$ cat config.mk
export PLATFORM = sky130hd
export DESIGN_NAME = trap_entry_ctrl
export DESIGN_NICKNAME = d
export VERILOG_FILES = /design/src/rtl/trap_pkg.sv /design/src/rtl/trap_router.sv /design/src/rtl/trap_vector_calc.sv /design/src/rtl/trap_entry_ctrl.sv
export SDC_FILE = /design/constraint.sdc
export NUM_CORES = 1
export LEC_CHECK = 0
export BUFFER_PORTS_ARGS = -buffer_cell sky130_fd_sc_hd__buf_2
export CELL_PAD_IN_SITES_DETAIL_PLACEMENT = 0
export CELL_PAD_IN_SITES_GLOBAL_PLACEMENT = 1
export CORE_AREA = 8 8 231 233
export DETAILED_ROUTE_END_ITERATION = 7
export DIE_AREA = 0 0 239 241
export HOLD_SLACK_MARGIN = 0.05
export PLACE_DENSITY = 0.73
export SLEW_MARGIN = 25
export SYNTH_ARGS = -nofsm -noshare
export SYNTH_HDL_FRONTEND = slang
export SYNTH_SLANG_ARGS = --single-unit
$ cat constraint.sdc
create_clock -name clk -period 1 [get_ports clk]
set_clock_uncertainty 0.05 [all_clocks]
set_input_delay 0.1 -clock clk [delete_from_list [all_inputs] [get_ports clk]]
set_output_delay 0.1 -clock clk [all_outputs]
set_load 0.01 [all_outputs]
$ cat src/rtl/trap_pkg.sv
package trap_pkg;

  typedef enum logic [1:0] {
    PRIV_U   = 2'd0,
    PRIV_S   = 2'd1,
    PRIV_RSV = 2'd2,
    PRIV_M   = 2'd3
  } priv_e;

  typedef enum logic [2:0] {
    TGT_DBG_STAY  = 3'd0,
    TGT_DBG_ENTER = 3'd1,
    TGT_VS        = 3'd2,
    TGT_HS        = 3'd3,
    TGT_M         = 3'd4
  } tgt_e;

  localparam int unsigned BRKPT_CODE = 3;

endpackage

$ cat src/rtl/trap_router.sv
module trap_router
  import trap_pkg::*;
#(
  parameter int unsigned XLEN = 32
) (
  input  logic [XLEN-1:0] cause,
  input  priv_e           priv,
  input  logic            virt,
  input  logic            in_debug,
  input  logic [2:0]      ebreak_en,
  input  logic [XLEN-1:0] medeleg,
  input  logic [XLEN-1:0] mideleg,
  input  logic [XLEN-1:0] hedeleg,
  input  logic [XLEN-1:0] hideleg,
  output tgt_e            target,
  output logic            is_brk,
  output logic            vs_hit,
  output logic            hs_hit
);
  localparam int unsigned IW = $clog2(XLEN);

  logic            intr;
  logic [XLEN-2:0] code;
  logic            in_range;
  logic [IW-1:0]   bit_sel;
  logic            low_lvl;
  logic [XLEN-1:0] vs_mask;
  logic [XLEN-1:0] hs_mask;
  logic            ebrk_hit;

  assign intr     = cause[XLEN-1];
  assign code     = cause[XLEN-2:0];
  assign in_range = code < (XLEN-1)'(XLEN);
  assign bit_sel  = code[IW-1:0];
  assign low_lvl  = (priv == PRIV_U) || (priv == PRIV_S);

  // Interrupts and exceptions use different delegation sources.
  assign vs_mask = (virt && low_lvl) ? (intr ? hideleg : (medeleg & hedeleg)) : '0;
  assign hs_mask = low_lvl ? (intr ? mideleg : medeleg) : '0;

  assign vs_hit = in_range && vs_mask[bit_sel];
  assign hs_hit = in_range && hs_mask[bit_sel];
  assign is_brk = !intr && (code == (XLEN-1)'(BRKPT_CODE));

  always_comb begin
    case (priv)
      PRIV_M:  ebrk_hit = ebreak_en[2];
      PRIV_S:  ebrk_hit = ebreak_en[1];
      PRIV_U:  ebrk_hit = ebreak_en[0];
      default: ebrk_hit = 1'b0;
    endcase
  end

  always_comb begin
    if (in_debug)                target = TGT_DBG_STAY;
    else if (is_brk && ebrk_hit) target = TGT_DBG_ENTER;
    else if (vs_hit)             target = TGT_VS;
    else if (hs_hit)             target = TGT_HS;
    else                         target = TGT_M;
  end

endmodule

$ cat src/rtl/trap_vector_calc.sv
module trap_vector_calc #(
  parameter int unsigned XLEN = 32
) (
  input  logic [XLEN-1:0] tvec,
  input  logic            intr,
  input  logic [XLEN-3:0] code_lo,
  output logic [XLEN-1:0] pc
);
  function automatic logic [XLEN-1:0] vec_pc(input logic [XLEN-1:0] tv,
                                              input logic            irq,
                                              input logic [XLEN-3:0] c);
    logic [XLEN-1:0] base;
    logic [XLEN-1:0] offs;
    base = {tv[XLEN-1:1], 1'b0};
    offs = (tv[0] && irq) ? {c, 2'b00} : '0;
    return base + offs;
  endfunction

  assign pc = vec_pc(tvec, intr, code_lo);

endmodule

$ cat src/rtl/trap_entry_ctrl.sv
module trap_entry_ctrl
  import trap_pkg::*;
#(
  parameter int unsigned     XLEN           = 32,
  parameter logic [XLEN-1:0] DBG_ENTRY_ADDR = 'h800,
  parameter logic [XLEN-1:0] DBG_EXC_ADDR   = 'h808
) (
  input  logic            clk,
  input  logic            rst_n,
  input  logic            trap_valid,
  input  logic [XLEN-1:0] trap_cause,
  input  logic [XLEN-1:0] trap_epc,
  input  logic [XLEN-1:0] trap_tval,
  input  logic [XLEN-1:0] trap_tval2,
  input  logic [XLEN-1:0] trap_tinst,
  input  logic            trap_gva,
  input  logic [1:0]      cur_priv,
  input  logic            cur_virt,
  input  logic            in_debug,
  input  logic [2:0]      ebreak_en,
  input  logic [XLEN-1:0] medeleg,
  input  logic [XLEN-1:0] mideleg,
  input  logic [XLEN-1:0] hedeleg,
  input  logic [XLEN-1:0] hideleg,
  input  logic [XLEN-1:0] mtvec,
  input  logic [XLEN-1:0] stvec,
  input  logic [XLEN-1:0] vstvec,
  input  logic            cur_sie,
  input  logic            cur_mie,
  output logic            done,
  output logic [XLEN-1:0] pc_out,
  output logic [1:0]      priv_out,
  output logic            virt_out,
  output logic            debug_enter,
  output logic            m_we,
  output logic            hs_we,
  output logic            vs_we,
  output logic [XLEN-1:0] cause_wdata,
  output logic [XLEN-1:0] epc_wdata,
  output logic [XLEN-1:0] tval_wdata,
  output logic [XLEN-1:0] tval2_wdata,
  output logic [XLEN-1:0] tinst_wdata,
  output logic            prev_ie,
  output logic [1:0]      prev_priv,
  output logic            prev_virt,
  output logic            gva_wdata,
  output logic            spvp_we,
  output logic            spvp_wdata
);
  tgt_e            target;
  logic            is_brk;
  logic            vs_hit;
  logic            hs_hit;
  logic            is_intr;
  logic [XLEN-1:0] sel_tvec;
  logic [XLEN-1:0] vec_pc;
  priv_e           priv_in;

  assign priv_in = priv_e'(cur_priv);
  assign is_intr = trap_cause[XLEN-1];

  trap_router #(.XLEN(XLEN)) u_router (
    .cause     (trap_cause),
    .priv      (priv_in),
    .virt      (cur_virt),
    .in_debug  (in_debug),
    .ebreak_en (ebreak_en),
    .medeleg   (medeleg),
    .mideleg   (mideleg),
    .hedeleg   (hedeleg),
    .hideleg   (hideleg),
    .target    (target),
    .is_brk    (is_brk),
    .vs_hit    (vs_hit),
    .hs_hit    (hs_hit)
  );

  always_comb begin
    case (target)
      TGT_VS:  sel_tvec = vstvec;
      TGT_HS:  sel_tvec = stvec;
      default: sel_tvec = mtvec;
    endcase
  end

  trap_vector_calc #(.XLEN(XLEN)) u_vec (
    .tvec    (sel_tvec),
    .intr    (is_intr),
    .code_lo (trap_cause[XLEN-3:0]),
    .pc      (vec_pc)
  );

  always_ff @(posedge clk or negedge rst_n) begin
    if (!rst_n) begin
      done        <= 1'b0;
      pc_out      <= '0;
      priv_out    <= PRIV_M;
      virt_out    <= 1'b0;
      debug_enter <= 1'b0;
      m_we        <= 1'b0;
      hs_we       <= 1'b0;
      vs_we       <= 1'b0;
      cause_wdata <= '0;
      epc_wdata   <= '0;
      tval_wdata  <= '0;
      tval2_wdata <= '0;
      tinst_wdata <= '0;
      prev_ie     <= 1'b0;
      prev_priv   <= 2'd0;
      prev_virt   <= 1'b0;
      gva_wdata   <= 1'b0;
      spvp_we     <= 1'b0;
      spvp_wdata  <= 1'b0;
    end else begin
      done        <= trap_valid;
      debug_enter <= 1'b0;
      m_we        <= 1'b0;
      hs_we       <= 1'b0;
      vs_we       <= 1'b0;
      spvp_we     <= 1'b0;
      if (trap_valid) begin
        case (target)
          TGT_DBG_STAY: begin
            pc_out   <= is_brk ? DBG_ENTRY_ADDR : DBG_EXC_ADDR;
            priv_out <= cur_priv;
            virt_out <= cur_virt;
          end
          TGT_DBG_ENTER: begin
            debug_enter <= 1'b1;
            pc_out      <= DBG_ENTRY_ADDR;
            priv_out    <= PRIV_M;
            virt_out    <= cur_virt;
            prev_priv   <= cur_priv;
            epc_wdata   <= trap_epc;
          end
          TGT_VS: begin
            vs_we       <= 1'b1;
            pc_out      <= vec_pc;
            priv_out    <= PRIV_S;
            virt_out    <= 1'b1;
            cause_wdata <= is_intr ? (trap_cause - XLEN'(1)) : trap_cause;
            epc_wdata   <= trap_epc;
            tval_wdata  <= trap_tval;
            prev_ie     <= cur_sie;
            prev_priv   <= cur_priv;
          end
          TGT_HS: begin
            hs_we       <= 1'b1;
            pc_out      <= vec_pc;
            priv_out    <= PRIV_S;
            virt_out    <= 1'b0;
            cause_wdata <= trap_cause;
            epc_wdata   <= trap_epc;
            tval_wdata  <= trap_tval;
            tval2_wdata <= trap_tval2;
            tinst_wdata <= trap_tinst;
            prev_ie     <= cur_sie;
            prev_priv   <= cur_priv;
            prev_virt   <= cur_virt;
            gva_wdata   <= trap_gva;
            spvp_we     <= cur_virt;
            spvp_wdata  <= cur_priv[0];
          end
          default: begin
            m_we        <= 1'b1;
            pc_out      <= vec_pc;
            priv_out    <= PRIV_M;
            virt_out    <= 1'b0;
            cause_wdata <= trap_cause;
            epc_wdata   <= trap_epc;
            tval_wdata  <= trap_tval;
            tval2_wdata <= trap_tval2;
            tinst_wdata <= trap_tinst;
            prev_ie     <= cur_mie;
            prev_priv   <= cur_priv;
            prev_virt   <= cur_virt;
            gva_wdata   <= trap_gva;
          end
        endcase
      end
    end
  end

  AST_DONE_FOLLOWS_VALID: assert property (@(posedge clk) disable iff (!rst_n)
    trap_valid |=> done);
  AST_SINGLE_TARGET: assert property (@(posedge clk) disable iff (!rst_n)
    $onehot0({m_we, hs_we, vs_we, debug_enter}));
  AST_DEBUG_NO_WRITE: assert property (@(posedge clk) disable iff (!rst_n)
    (trap_valid && in_debug) |=> !(m_we || hs_we || vs_we || debug_enter));
  AST_NO_VS_WITHOUT_VIRT: assert property (@(posedge clk) disable iff (!rst_n)
    (trap_valid && !cur_virt) |=> !vs_we);
  AST_MACHINE_NO_DELEG: assert property (@(posedge clk) disable iff (!rst_n)
    (trap_valid && !in_debug && cur_priv == 2'd3 && !is_brk) |=> m_we);
  AST_VS_STATE: assert property (@(posedge clk) disable iff (!rst_n)
    vs_we |-> (virt_out && priv_out == 2'd1));
  AST_HS_STATE: assert property (@(posedge clk) disable iff (!rst_n)
    hs_we |-> (!virt_out && priv_out == 2'd1));
  AST_SPVP_ONLY_HS: assert property (@(posedge clk) disable iff (!rst_n)
    spvp_we |-> hs_we);
  AST_M_STATE: assert property (@(posedge clk) disable iff (!rst_n)
    m_we |-> (!virt_out && priv_out == 2'd3));

endmodule

Word-level counts from Yosys, hierarchy flattened:

Index checks and enable logic that the tools add are counted.

* logic and storage cells: 83
* output and inout bits: 207
* register bits after elaboration: 207
* bits of input ports: 397

* $add $sub $neg: 2
* reductions and logical operators: 18
* bitwise logic cells: 4
* magnitude comparators: 2
* equal/unequal tests: 6
* multiplexer cells: 32

Operators with widths (count)
* $mux 32: 6
* $pmux 32 s2: 3
* $add 32x32->32: 1
* $and 32x32->32: 1
* $sub 32x1->32 const B: 1
* $eq 31x2->1 const B: 1
* $lt 31x6->1 const B: 1
* $mux 1: 12
* $mux 3: 4
* $bmux 1 s5: 2
* $reduce_and 2->1: 4
* $eq 3x2->1 const B: 2
* $logic_and 1x1->1: 6
* $lt 5x6->1 const B: 1
* $mux 4: 1
* $pmux 1 s2: 2
* $pmux 2 s2: 1
* $reduce_or 2->1: 2
* $reduce_or 4->1: 1
* $eq 3x1->1 const B: 1
* $logic_not 3->1: 1
* $not 1->1: 3
* $pmux 1 s3: 1
* $reduce_or 3->1: 1
* other kinds (5): 5

Depth between registers and ports, before layout:

Gate-level depths: netlist of the first run.

* depth in word-level cells: 16
* depth in mapped cells: 26
* depth with buffers taken out: 21

Modules after synthesis:

From an unflattened synthesis of the first run, not the netlist that was laid out.

* cells, all modules: 1259
* area total of the unflattened synthesis: 12535.8 µm²

By module, submodules not included
* trap_entry_ctrl: area each 9112.5 µm², cells an instance 773, times used 1, seq. area each 5182.5 µm²
* trap_vector_calc: area each 1899.3 µm², cells an instance 281, times used 1, seq. area each 0.0 µm²
* trap_router: area each 1524.0 µm², cells an instance 205, times used 1, seq. area each 0.0 µm²

Least setup slack after synthesis of the first run:

No wires, ideal clock.

* path type: input to register
* start point: in trap_cause[1]
* end point: reg pc_out[30]
* buffers on the path: 3
* data arrival time: 5153 ps
* setup slack: -4335 ps
* setup time: 132 ps
* stages: 23
* required time: 818 ps
* cells stage by stage: buf_6 -> mux4_2 -> mux4_2 -> o22ai_1 -> nand3b_1 -> o22a_2 -> nor2_2 -> buf_6 -> buf_2 -> mux2i_1 -> o21ai_0 -> ha_1 -> fa_1 -> a21o_1 -> a21o_1 -> a21o_1 -> a31o_2 -> o21ba_2 -> or4b_1 -> and3_1 -> o41ai_1 -> mux2i_1 -> nand4_1

* longest elaborated chain between the ends: 13
* elaborated cells on any way between the ends: 23
* those cells by class: 1 x add/sub; 1 x order compare; 4 x eq/ne; 11 x mux; 6 x reduce/logical

Ends and longest elaborated chain
* start, declared: RTL line trap_entry_ctrl.sv:11 `input logic [XLEN-1:0] trap_cause,`
* branches (longest 12 deep; another with $add 32x32->32)
* $pmux 32 s2 (*): RTL line trap_entry_ctrl.sv:122 `case (target)`
* end signal, assigned: RTL line trap_entry_ctrl.sv:124 `pc_out <= is_brk ? DBG_ENTRY_ADDR : DBG_EXC_ADDR;`
* end signal, assigned: RTL line trap_entry_ctrl.sv:138 `pc_out <= vec_pc;`
* end signal, assigned: RTL line trap_entry_ctrl.sv:149 `pc_out <= vec_pc;`
* end, declared: RTL line trap_entry_ctrl.sv:31 `output logic [XLEN-1:0] pc_out,`

Mark *: on every way between the ends. The select of a mux whose other input is x is not followed.
A chain may end at the register's enable or synchronous reset.

Worst setup path after layout of the first run:

* start point: in hedeleg[27]
* end point: reg pc_out[30]

* longest elaborated chain between the ends: 15
* elaborated cells on any way between the ends: 18
* those cells by class: 1 x add/sub; 3 x eq/ne; 10 x mux; 1 x bitwise; 3 x reduce/logical

Ends and longest elaborated chain
* start, declared: RTL line trap_entry_ctrl.sv:23 `input logic [XLEN-1:0] hedeleg,`
* $and 32x32->32 (*): RTL line trap_router.sv:38 `assign vs_mask = (virt && low_lvl) ? (intr ? hideleg : (medeleg & hedeleg)) : '0;`
* $mux 32 (*) (2 in series): RTL line trap_router.sv:38
* $bmux 1 s5 (*): RTL line trap_router.sv:41 `assign vs_hit = in_range && vs_mask[bit_sel];`
* $mux 1 (not written as such) (*): RTL line trap_router.sv:41
* $logic_and 1x1->1 (*): RTL line trap_router.sv:41
* $mux 3 (*): RTL line trap_router.sv:57 `else if (vs_hit) target = TGT_VS;`
* $mux 3 (*): RTL line trap_router.sv:56 `else if (is_brk && ebrk_hit) target = TGT_DBG_ENTER;`
* $mux 3 (*): RTL line trap_router.sv:55 `if (in_debug) target = TGT_DBG_STAY;`
* $eq 3x2->1: RTL line trap_entry_ctrl.sv:79 `case (target)`
* $pmux 32 s2: RTL line trap_entry_ctrl.sv:79
* $logic_and 1x1->1: RTL line trap_vector_calc.sv:15 `offs = (tv[0] && irq) ? {c, 2'b00} : '0;`
* $mux 32: RTL line trap_vector_calc.sv:15
* $add 32x32->32: RTL line trap_vector_calc.sv:16 `return base + offs;`
* $pmux 32 s2 (*): RTL line trap_entry_ctrl.sv:122

Mark *: on every way between the ends. The rest lies on a longest branch, timed or not. The select of a mux whose other input is x is not followed.

==> results by stage, run 1 <==
Drt:
- After detailed routing, the number of remaining DRC violations is 0.
- The vias per cell is 4.60.
- The first-iteration detailed-routing DRC count is 620.
- After detailed routing, the average wire length per cell comes to 21.2 um.
- The final layout contains routed wiring with a total length of 63700 um.
- The via count is 13821.
- The first detailed-routing pass ran for 5 iterations.
- The count of nets left with antenna violations once routing finished came out at 0.

CTS:
- No sink is reached through more buffers than the 3 on the longest clock path.
- Clock tree synthesis found a total of 206 sinks.
- The number of H-tree branching levels is 1.
- The clock transition at the registers of the reported paths is 60 ps.
- Clock latency on the worst-skew pair, taken at its later pin, is 550 ps.
- TritonCTS built the clock tree.
- Buffers inserted to repair hold after CTS numbered 171.
- Counting the buffers created by CTS gives 26.
- The root buffer cell is clkbuf_16.

Logic synthesis:
- The leading register cell type out of synthesis is dfrtp_1.
- The number of nets in the synthesized netlist is 1705.
- Each instance of the synthesized netlist takes up on average 9.07 sq um.
- The flip-flop and latch count after synthesis is 206.
- In this run, synthesis inferred 0 flip-flops with an integrated enable.
- Counting flops with an async set or reset pin after synthesis yields a share of 100%.
- Sequential cells were found to cover 44.6% of the synthesized design area.
- Yosys printed 0 warnings.
- The number of different library cells used by synthesis comes to 78.
- The count of mapped cells out of synthesis is 1276.
- The cell area that synthesis handed to floorplanning was 11600 sq um.

Cells and area:
- Leaving out fill and tap cells, the most frequent cell in the layout is buf_2.
- The number of nets in the finished design is 2730.
- The final cell utilization of the core is 44.5%.
- Leaving out fill and tap cells, the most frequent cells in the layout are 591 x buf_2, 381 x nand2_1, 220 x buf_4, 204 x dfrtp_1, 171 x dlygate4sd3_1.
- The total of fill cells in the finished design is 4709.
- The synthesis-to-finish area growth is 90.7%.
- In the final layout, the share of cells above drive strength 1 is 50.7%.

STA:
- Once routing completed, OpenROAD measured the worst setup slack at -3610 ps.
- The worst path in the final design needs a cycle of 4610 ps, including I/O delays and setup.
- Setup violations remaining at the end of the flow were counted as 410.
- The relative slew slack is 59.9%.
- After layout, the worst path uses 461% of the clock period.
- The achievable frequency is 0.217 GHz.
- Setup repair after global routing could not meet its margin everywhere.
- The final number of max-transition violations is 0.
- The final hold violation count is 1.
- For the pin with the worst max-slew slack, the measured transition is 599 ps.
- The worst hold-check slack is -20.1 ps.

Placement:
- The congestion estimate from routability-driven global placement came to 0.912.
- The placed wire-length estimate after detailed placement is 48500 um.
- The worst slack at placement is -4480 ps.
- Buffers placed on the I/O ports in this run total 602.

Floorplan:
- The floorplan step defined a die boundary enclosing 57600 sq um.
- The initial utilization of the core area, before any placement, comes to 23.3%.
- The placeable core region is 49700 sq um.
- The number of rows in the core area is 82.
- Measured along the y axis, the die boundary spans 241 um.
- Measured along the x axis, the die boundary spans 239 um.
- During I/O placement, the number of pins put on the boundary was 604.

Setup path:
- The data required time at the worst endpoint is 1370 ps.
- STA puts the critical path data arrival time at 4990 ps.
- The type of the setup path with the least slack is in -> reg.
- The library cell contributing the largest single delay on the critical path is mux4_2.
- The critical path's largest stage delay is 500 ps.
- The startpoint kind of the worst setup timing path is an input port.
- The capturing element type of the critical path is a register.
- Walking the worst path, the cells encountered are buf_6 -> and2_4 -> mux4_2 -> mux4_2 -> o22ai_4 -> nand3b_1 -> o22a_4 -> nor2_4 -> mux2i_2 -> o21ai_2 -> ha_4 -> fa_2 -> a21o_1 -> a21o_1 -> a21o_1 -> a31o_2 -> o21ba_4 -> or4b_4 -> and3_4 -> o41ai_4 -> mux2i_1 -> nand4_1.
- The cell that appears most often on the critical path is a21o_1.
- The largest fanout on the critical path is 7.

Pwr:
- The clock network fraction of design power is 35.6%.
- The switching portion of total power is 30.1%.
- The peak supply drop is 0.000812 V.
- The cell-internal power is 19.9 mW.
- The total leakage power is 11.1 nW.
- Sequential cells account for 35.0% of the total power.
- The net switching component of the power is 8.57 mW.
- The share of total power in combinational logic is 29.3%.
- For this design the ratio of total power to cell area is 1290 nW/um^2.
- Overall power consumption after layout is estimated at 28.5 mW.

Run status:
- The flow ran to the end, but the final reports show violations.
- The final reports fail on negative hold slack, negative setup slack.

Global route:
- The combined global-route utilization of all metal layers is 21.1%.
- Global routing finished with a remaining overflow of 0.
- The initial antenna violation count is 17.
- The via count of the first global-routing pass is 14951.
- The first-pass GRT wire length is 93100 um.
- Entering global routing, the biggest net connects 43 pins.

Hold path:
- The type of the tightest min-delay check is in -> reg.

Run:
- Across the run, the number of max-cap violations was 0.
==> per-layer routing <==
layer	part of all wire (%)	vias up	GRT usage, %
li1	-	6483	-
met1	39	6640	24.9
met2	49	547	36.4
met3	7.8	139	5.91
met4	3.6	12	8.01
met5	0.12	-	0
==> power by group through the flow <==
stage	clock network, mW	logic (mW)	registers, mW
2_1_floorplan	0	2.48	10.5
3_3_place_gp	0	6.75	10.0
3_5_place_dp	0	6.82	10.1
4_1_cts	10.5	8.09	9.95
5_1_grt	10.7	9.00	10.1
6_report	10.1	8.35	9.97
==> stage by stage <==
step                      instances  instance area (sq um)  TNS, ps
after global placement         2701                  17200  -388680
after global routing           3001                  22100  -326350
after floorplan                1276                  12000  -258440
after CTS                      2969                  21400  -307560
after detailed placement       2701                  17200  -396310
final                          3003                  22100  -303210
==> cells in the mapped netlist, drive strengths merged, types with 27 or more instances <==
cell type	number	share of area, %
ha	31	3.4
buf	31	1.6
inv	40	1.3
clkbuf	44	1.4
a21oi	45	1.9
o21ai	54	2.3
nand2	386	13
dfrtp	204	44
nor2	38	1.3
and2	39	2.1
o22a	27	2.1
mux2	38	3.7
==> kinds of logic (layout without fill, tap and decap cells) <==
family	Yosys count	in the layout	synth area share, %
AOI/OAI and AO/OA	236	237	13.9
DFF	206	206	44.6
buffers and inverters	115	1159	4.32
adders and majority gates	32	32	3.52
other	1	11	0.0324
xor gates and xnor gates	24	24	1.82
and+or+nand+nor	580	580	22.4
muxes	82	82	9.45
==> repair_timing <==
action	4_1_cts	5_1_grt
pin swaps	99	77
gates cloned	17	1
resized for setup	192	108
hold endpoints to repair	378	19
endpoints found under the setup margin	410	410
buffers inserted	41	30
==> state kept, by name (all words and copies together) (netlist names), 2 cells and up <==
signal,cells
tval2_wdata,32
tval_wdata,32
cause_wdata,32
epc_wdata,32
priv_out,2
prev_priv,2
tinst_wdata,32
pc_out,31
==> path summary, 6_finish.rpt <==
path	start	endpoint	slack (ps)	depth (start not counted)
max	hedeleg[27]	pc_out[30]$_DFFE_PN0P_	-3610	22
min	mtvec[2]	pc_out[2]$_DFFE_PN0P_	-20	6
max reg2reg	pc_out[20]$_DFFE_PN0P_	pc_out[20]$_DFFE_PN0P_	-30	3
min reg2reg	tval_wdata[5]$_DFFE_PN0P_	tval_wdata[5]$_DFFE_PN0P_	420	2
max in group asynchronous	rst_n	pc_out[11]$_DFFE_PN0P_	320	3
min in group asynchronous	rst_n	pc_out[25]$_DFFE_PN0P_	0	2
==> worst max-delay path: cells and delay by family <==
kind            cells  cell delay [ps]
fa+ha+maj           2              500
buf+inv             1               90
compound gates      9             1630
simple gates        6             1250
mux                 4             1390
==> layout make-up <==
class | instances | area (sq um) | area share [%]
clock buffer | 39 | 800 | 3.62
multi-input combinational | 956 | 7120 | 32.3
tap | 672 | 841 | 3.81
inverter | 40 | 153 | 0.692
timing repair buffer | 1071 | 7840 | 35.5
antenna | 10 | 25.0 | 0.113
sequential | 206 | 5160 | 23.4
clock inverter | 9 | 141 | 0.641
Note: power is estimated with default switching activity, not from simulation.
==> run 2: changes to the inputs <==
--- a/config.mk
+++ b/config.mk
@@ -8,12 +8,13 @@
 export BUFFER_PORTS_ARGS = -buffer_cell sky130_fd_sc_hd__buf_2
 export CELL_PAD_IN_SITES_DETAIL_PLACEMENT = 0
 export CELL_PAD_IN_SITES_GLOBAL_PLACEMENT = 1
-export CORE_AREA = 8 8 231 233
+export CORE_MARGIN = 8
+export CORE_UTILIZATION = 25
 export DETAILED_ROUTE_END_ITERATION = 7
-export DIE_AREA = 0 0 239 241
 export HOLD_SLACK_MARGIN = 0.05
-export PLACE_DENSITY = 0.73
+export PLACE_DENSITY = 0.74
 export SLEW_MARGIN = 25
 export SYNTH_ARGS = -nofsm -noshare
 export SYNTH_HDL_FRONTEND = slang
+export SYNTH_HIERARCHICAL = 1
 export SYNTH_SLANG_ARGS = --single-unit
==> results by stage, run 2 <==
Cells and area:
- The layout cell share with drive strength beyond 1 came to 54.8% (+4.1 points).
- The synthesis-to-finish area growth is 76.4%.
- In the layout the commonest cells are 599 x buf_2, 242 x buf_4, 205 x dfrtp_1, 163 x dlygate4sd3_1, 134 x mux2_2.
- The total of fill cells in the finished design is 4728 (+0.40%).
- The number of nets in the finished design was 2673 (-2.1%).
- The library cell used most frequently in the layout, excluding fill and tap cells, is buf_2.

Hold path:
- The min-delay analysis places its worst path in the category in -> async.

CTS:
- The root buffer cell is clkbuf_16.
- The deepest clock path buffer count came to 3 (unchanged).
- The number of buffers added to fix hold violations after cts is 163 (-4.7%).
- The total number of clock tree sinks was 207 (+0.49%).
- The number of H-tree branching levels was 1 (unchanged).
- The worst-skew pair later-pin latency is 540 ps (about the same).
- The CTS buffer count came to 26 (unchanged).
- The clock transition at the registers of the reported paths is 60 ps (about the same).
- TritonCTS built the clock tree.

STA:
- Setup repair after global routing could not meet its margin everywhere.
- The final hold violation count came to 15 (+14).
- The worst hold-check slack is -41.8 ps (-21.7 ps).
- The total setup violations reported at the end of the flow is 413 (+0.73%).
- The portion of the clock cycle consumed by the worst path in the final layout came to 418% (-43 points).
- The final number of max-transition violations is 0 (unchanged).
- The achievable frequency is 0.239 GHz (+10%).
- The relative slew slack is 66.8% (+7.0 points).
- The measured slew at the worst slew-check pin is 493 ps (-106 ps).
- The minimum setup slack in the final design is -3180 ps (+431 ps).
- The setup TNS is -442420 ps (-139210 ps).
- The minimum clock period after layout came to 4180 ps (-431 ps).

Pwr:
- The share of power burned in registers is 36.2% (+1.2 points).
- The total leakage power is 10.6 nW (-4.4%).
- The clock network fraction of design power came to 34.0% (-1.6 points).
- The share of total power in combinational logic is 29.9% (+0.6 points).
- The switching portion of total power was 31.0% (+0.84 points).
- The net switching component of the power is 8.66 mW (+1.0%).
- The total power density per cell area came to 1260 nW/um^2 (-1.9%).
- The peak supply drop was 0.000742 V (-8.7%).
- The cell-internal power is 19.3 mW (-2.9%).

Logic synthesis:
- The net count of the mapped netlist is 1686 (-1.1%).
- The synthesized area per cell is 9.96 sq um (+9.8%).
- The total standard cell area after synthesis came to 12500 sq um (+8.3%).
- The count of yosys warnings during synthesis came to 6 (+6).
- The count of mapped cells out of synthesis was 1258 (-1.4%).

Setup path:
- The arrival time at the worst endpoint is 4600 ps (-390 ps).
- The largest fanout on the critical path came to 22 (+15).
- The critical path's largest stage delay is 460 ps (-40 ps).
- The library cell contributing the largest single delay on the critical path is mux4_2.
- The critical path in this run is classified as in -> reg.
- The data required time at the worst endpoint is 1420 ps (+50 ps).
- The capturing element type of the critical path is a register.
- The worst reg2reg path depth was 1 (-2).
- By instance count, the cell type seen most on the critical path is buf_4.
- The worst flop-to-flop path endpoint is tinst_wdata[27]$_DFFE_PN0P_.
- The slack of the worst reg-to-reg path was 120 ps (+150 ps).
- The startpoint kind of the worst setup timing path is an input port.
- The reg-to-reg critical path startpoint is tinst_wdata[27]$_DFFE_PN0P_.

Global route:
- The via count of the first global-routing pass is 14853 (-0.66%).
- The combined global-route utilization of all metal layers is 21.0% (-0.13 points).
- The sum of overflow across all layers after global routing came to 0 (unchanged).
- The initial antenna violation count came to 14 (-3).
- The first-pass GRT wire length was 92400 um (-0.84%).
- The pin count of the biggest net entering global routing is 57 (+33%).

Drt:
- The via count is 13791 (-0.22%).
- The number of iterations in the first detailed-routing pass is 4 (-1).
- The remaining antenna violation count is 0 (unchanged).
- The total detailed-routing wirelength came to 63600 um (-0.15%).
- The vias per cell was 4.68 (+1.7%).
- The first-iteration detailed-routing DRC count is 609 (-1.8%).
- The per-cell routed wire length came to 21.6 um (+1.8%).
- The number of remaining DRC errors was 0 (unchanged).

Floorplan:
- The starting density of the core is 25.1% (+1.8 points).
- The number of ports placed on the die boundary is 604 (unchanged).
- The die footprint is 57500 sq um (about the same).
- The number of rows in the core area is 82 (unchanged).
- The placeable core region is 49900 sq um (+0.41%).
- The height of the die was 240 um (-0.46%).
- The overall die width is 240 um (+0.37%).

Run status:
- The final reports fail on negative hold slack, negative setup slack.
- The flow ran to the end, but the final reports show violations.

Placement:
- The worst slack at placement is -4490 ps (-16.9 ps).
- The placed wire-length estimate after detailed placement is 49700 um (+2.4%).
- The quantity of I/O buffers inserted on ports was 603 (+0.17%).
- The placer congestion estimate is 0.943 (+3.3%).

Run:
- The total of max-cap violations is 0 (unchanged).
==> run 2: timing repair <==
action,CTS,global route
setup endpoints to repair,412,413
endpoints found under the hold margin,371,15
resized for setup,134,76
gates cloned,2,0
buffers inserted,22,8
pin swaps,78,50
==> run 2: per-layer routing <==
layer	track usage (%)	wire length, um	share of wire (%)	vias to the layer above
li1	-	-	-	6515
met1	24.7	25300	40	6663
met2	37.0	31500	50	483
met3	5.23	4510	7.1	118
met4	7.24	2150	3.4	12
met5	0	87	0.14	-
==> run 2: layout make-up <==
cell class | count | area (sq um) | share of cell area [%]
diodes | 8 | 20.0 | 0.0906
clock buffers | 32 | 714 | 3.23
multi-input cells | 910 | 7830 | 35.4
well taps | 672 | 841 | 3.80
inverters | 54 | 205 | 0.928
flip-flops and latches | 207 | 5180 | 23.4
clock inverters | 16 | 159 | 0.719
repair buffers | 1046 | 7150 | 32.4
==> run 2: power by group through the flow <==
stage | clock [mW] | combinational [mW] | sequential, mW
detailed placement | 0 | 7.34 | 10.2
floorplan | 0 | 2.71 | 10.7
CTS | 9.82 | 8.19 | 10.1
global placement | 0 | 7.28 | 10.2
global route | 10.2 | 8.98 | 10.3
finish | 9.50 | 8.35 | 10.1
==> run 2: how the worst max path moves through the flow <==
stage / from / end / cells after the start
detailed placement: trap_cause[21] / pc_out[28]$_DFFE_PN0P_ / 24
global placement: trap_cause[21] / pc_out[28]$_DFFE_PN0P_ / 24
floorplan: trap_cause[1] / pc_out[26]$_DFFE_PN0P_ / 26
global route: trap_cause[14] / pc_out[28]$_DFFE_PN0P_ / 26
finish: trap_cause[31] / pc_out[29]$_DFFE_PN0P_ / 26
CTS: trap_cause[11] / pc_out[27]$_DFFE_PN0P_ / 23
==> run 2: stage by stage <==
| step | total power, mW | instance area [sq um] | util [%] | hold slack, ps | std cells |
|---|---|---|---|---|---|
| after floorplan | 13.4 | 13000 | - | -246 | 1258 |
| after global placement | 17.5 | 18300 | 36.8 | -93.1 | 2696 |
| after detailed placement | 17.6 | 18300 | 36.8 | -93.5 | 2696 |
| after CTS | 28.1 | 21700 | 43.5 | -88.5 | 2930 |
| after global routing | 29.4 | 22100 | 44.3 | -56.9 | 2943 |
| final | 28.0 | 22100 | 44.3 | -41.8 | 2945 |
==> run 2: critical path: cells and delay by family <==
family                   cells  cell delay, ps
buffers and inverters        6             880
multiplexers                 3             920
adder cells (fa/ha/maj)      1             280
AO/OA/AOI/OAI                7            1080
AND/OR/NAND/NOR              9            1300
==> run 3: changes to the inputs <==
==> constraint.sdc (replaced) <==
create_clock -name clk -period 5.3 [get_ports clk]
set_clock_uncertainty 0.05 [all_clocks]
set_input_delay 0.53 -clock clk [delete_from_list [all_inputs] [get_ports clk]]
set_output_delay 0.53 -clock clk [all_outputs]
set_load 0.01 [all_outputs]
==> results by stage, run 3 (same netlist as run 2, synthesis figures left out) <==
Setup path:
- The slowest stage of the critical path belongs to the cell mux4_2.
- The arrival time at the worst endpoint came to 5330 ps (+730 ps).
- The signal on the critical path passes through clkbuf_4 -> buf_4 -> mux4_2 -> mux4_2 -> mux2i_1 -> o2bb2ai_2 -> nand2b_4 -> nor3_4 -> nand2b_4 -> nand2_1 -> o21ai_1 -> buf_4 -> nand3_1 -> inv_1 -> ha_1 -> a211oi_2 -> nor2_1 -> o21a_1 -> a2bb2oi_1 -> a211o_1 -> a221oi_2 -> xnor2_1 -> nand3_1 -> o21ai_0.
- The critical path's largest stage delay is 510 ps (+50 ps).
- The data required time at the worst endpoint is 5710 ps (+4290 ps).
- STA classifies the critical path startpoint as an input port.
- The capturing element type of the critical path is a register.
- The cell family with the largest share of critical-path delay is compound AO/OA/AOI/OAI gates.
- The largest fanout on the critical path was 15 (-32%).
- The buffer and inverter count on the worst path is 4 (-2).
- The type of the setup path with the least slack is in -> reg.

STA:
- Dividing the final minimum period by the clock period gives 92.8%.
- The final number of max-transition violations is 0 (unchanged).
- The total setup violations reported at the end of the flow was 0 (-100%).
- The relative slew slack is 45.3% (-22 points).
- The measured slew at the worst slew-check pin is 814 ps (+322 ps).
- The smallest clock period supported by the final layout is computed as 4920 ps.
- The final hold violation count came to 0 (-15).
- The setup TNS is 0 ps (+442420 ps).
- Timing would allow up to 0.203 GHz.

Run status:
- The run finished with clean final reports.

Floorplan:
- The placeable core region is 49900 sq um (unchanged).
- The starting density of the core is 25.1% (unchanged).
- The number of rows in the core area is 82 (unchanged).
- The number of ports placed on the die boundary is 604 (unchanged).
- The overall die width is 240 um (unchanged).
- The height of the die is 240 um (unchanged).
- The die footprint is 57500 sq um (unchanged).

CTS:
- The total number of clock tree sinks is 207 (unchanged).
- TritonCTS built the clock tree.
- The root buffer cell is clkbuf_16.
- The deepest clock path buffer count is 3 (unchanged).
- The CTS buffer count is 24 (-7.7%).
- The worst-skew pair later-pin latency is 520 ps (-20 ps).
- The clock transition at the registers of the reported paths came to 60 ps (about the same).
- The number of H-tree branching levels is 1 (unchanged).
- The number of buffers added for setup after CTS came to 0 (-100%).

Cells and area:
- From synthesis to final layout, the design area changed by 48.5%.
- The layout cell share with drive strength beyond 1 is 51.0% (-3.8 points).
- The final cell utilization of the core is 37.3% (-7.0 points).
- Leaving out fill and tap cells, the most frequent cells in the layout are 600 x buf_2, 205 x dfrtp_1, 195 x buf_4, 135 x mux2_2, 131 x nand2_1.
- The number of nets in the finished design is 2432 (-9.0%).
- The most common library cell in the layout ignoring fill and taps is buf_2.

Drt:
- The number of remaining DRC errors is 0 (unchanged).
- The number of iterations in the first detailed-routing pass is 5 (+1).
- The per-cell routed wire length is 22.2 um (+2.9%).
- The total detailed-routing wirelength came to 60200 um (-5.3%).
- The via count is 12613 (-8.5%).
- The vias per cell is 4.66 (-0.57%).
- The first-iteration detailed-routing DRC count is 541 (-11%).
- The remaining antenna violation count is 0 (unchanged).

Placement:
- The quantity of I/O buffers inserted on ports came to 603 (unchanged).
- The placer congestion estimate is 0.874 (-7.2%).
- The placed wire-length estimate after detailed placement is 51400 um (+3.5%).

Global route:
- The first-pass GRT wire length was 86900 um (-5.9%).
- The pin count of the biggest net entering global routing is 125 (+120%).
- The via count of the first global-routing pass was 13733 (-7.5%).
- The initial antenna violation count is 38 (+24).
- The sum of overflow across all layers after global routing was 0 (unchanged).
- The combined global-route utilization of all metal layers was 20.0% (-1.0 points).

Pwr:
- The peak supply drop is 0.000222 V (-70%).
- The total leakage power is 9.09 nW (-14%).
- The total power density per cell area is 264 nW/um^2 (-79%).

Hold path:
- The min-delay analysis places its worst path in the category in -> reg.

Run:
- The total of max-cap violations came to 0 (unchanged).
-- run 3: stage by stage --
stage	total power [mW]	hold WS (ps)	std cells	cell area, sq um	setup WS [ps]
after floorplan	2.51	184	1258	12600	12.4
after global placement	3.22	409	2649	17700	-642
after detailed placement	3.24	417	2649	17700	-661
after CTS	4.99	131	2694	18500	116
after global routing	5.17	134	2695	18600	-0.548
final	4.90	160	2709	18600	381
-- run 3: final timing paths --
check                                            start                           to  slack (ps)  cells past startpoint
max in group asynchronous                        rst_n   cause_wdata[1]$_DFFE_PN0P_        3500                      3
min reg2reg                cause_wdata[19]$_DFFE_PN0P_  cause_wdata[19]$_DFFE_PN0P_         430                      2
max reg2reg                  epc_wdata[15]$_DFFE_PN0P_    epc_wdata[15]$_DFFE_PN0P_        4460                      1
max                                      trap_cause[1]       pc_out[27]$_DFFE_PN0P_         380                     24
min                                     trap_tval2[13]  tval2_wdata[13]$_DFFE_PN0P_         160                      2
min in group asynchronous                        rst_n    tval_wdata[5]$_DFFE_PN0P_         500                      2
-- run 3: power by group --
| part | internal, mW | leakage, nW | switching [mW] |
|---|---|---|---|
| Clock | 1.03 | 0.409 | 0.680 |
| Combinational | 0.623 | 6.18 | 0.675 |
| Sequential | 1.79 | 2.50 | 0.103 |
-- run 3: layer usage --
| metal | GRT usage (%) | routed length, um | vias up |
|---|---|---|---|
| met4 | 5.11 | 1650 | 18 |
| met2 | 36.5 | 30300 | 535 |
| met3 | 6.22 | 5390 | 106 |
| li1 | - | - | 6045 |
| met5 | 0 | 123 | - |
| met1 | 22.2 | 22800 | 5909 |
-- run 3: repair_timing --
| action | in CTS | in global routing |
|---|---|---|
| hold buffers | 1 | 0 |
| hold endpoints to repair | 81 | 0 |
| endpoints found under the setup margin | 3 | 16 |
| gates resized for setup | 1 | 11 |
| pin swaps | 0 | 1 |
-- run 3: area by class of cell --
cell class | instances | area [sq um]
clock buffer | 34 | 708
antenna | 15 | 37.5
inverter | 54 | 203
clock inverter | 10 | 121
fill | 5162 | 31300
sequential | 207 | 5180
timing repair buffer | 807 | 4680
multi-input combinational | 910 | 6830
tap | 672 | 841
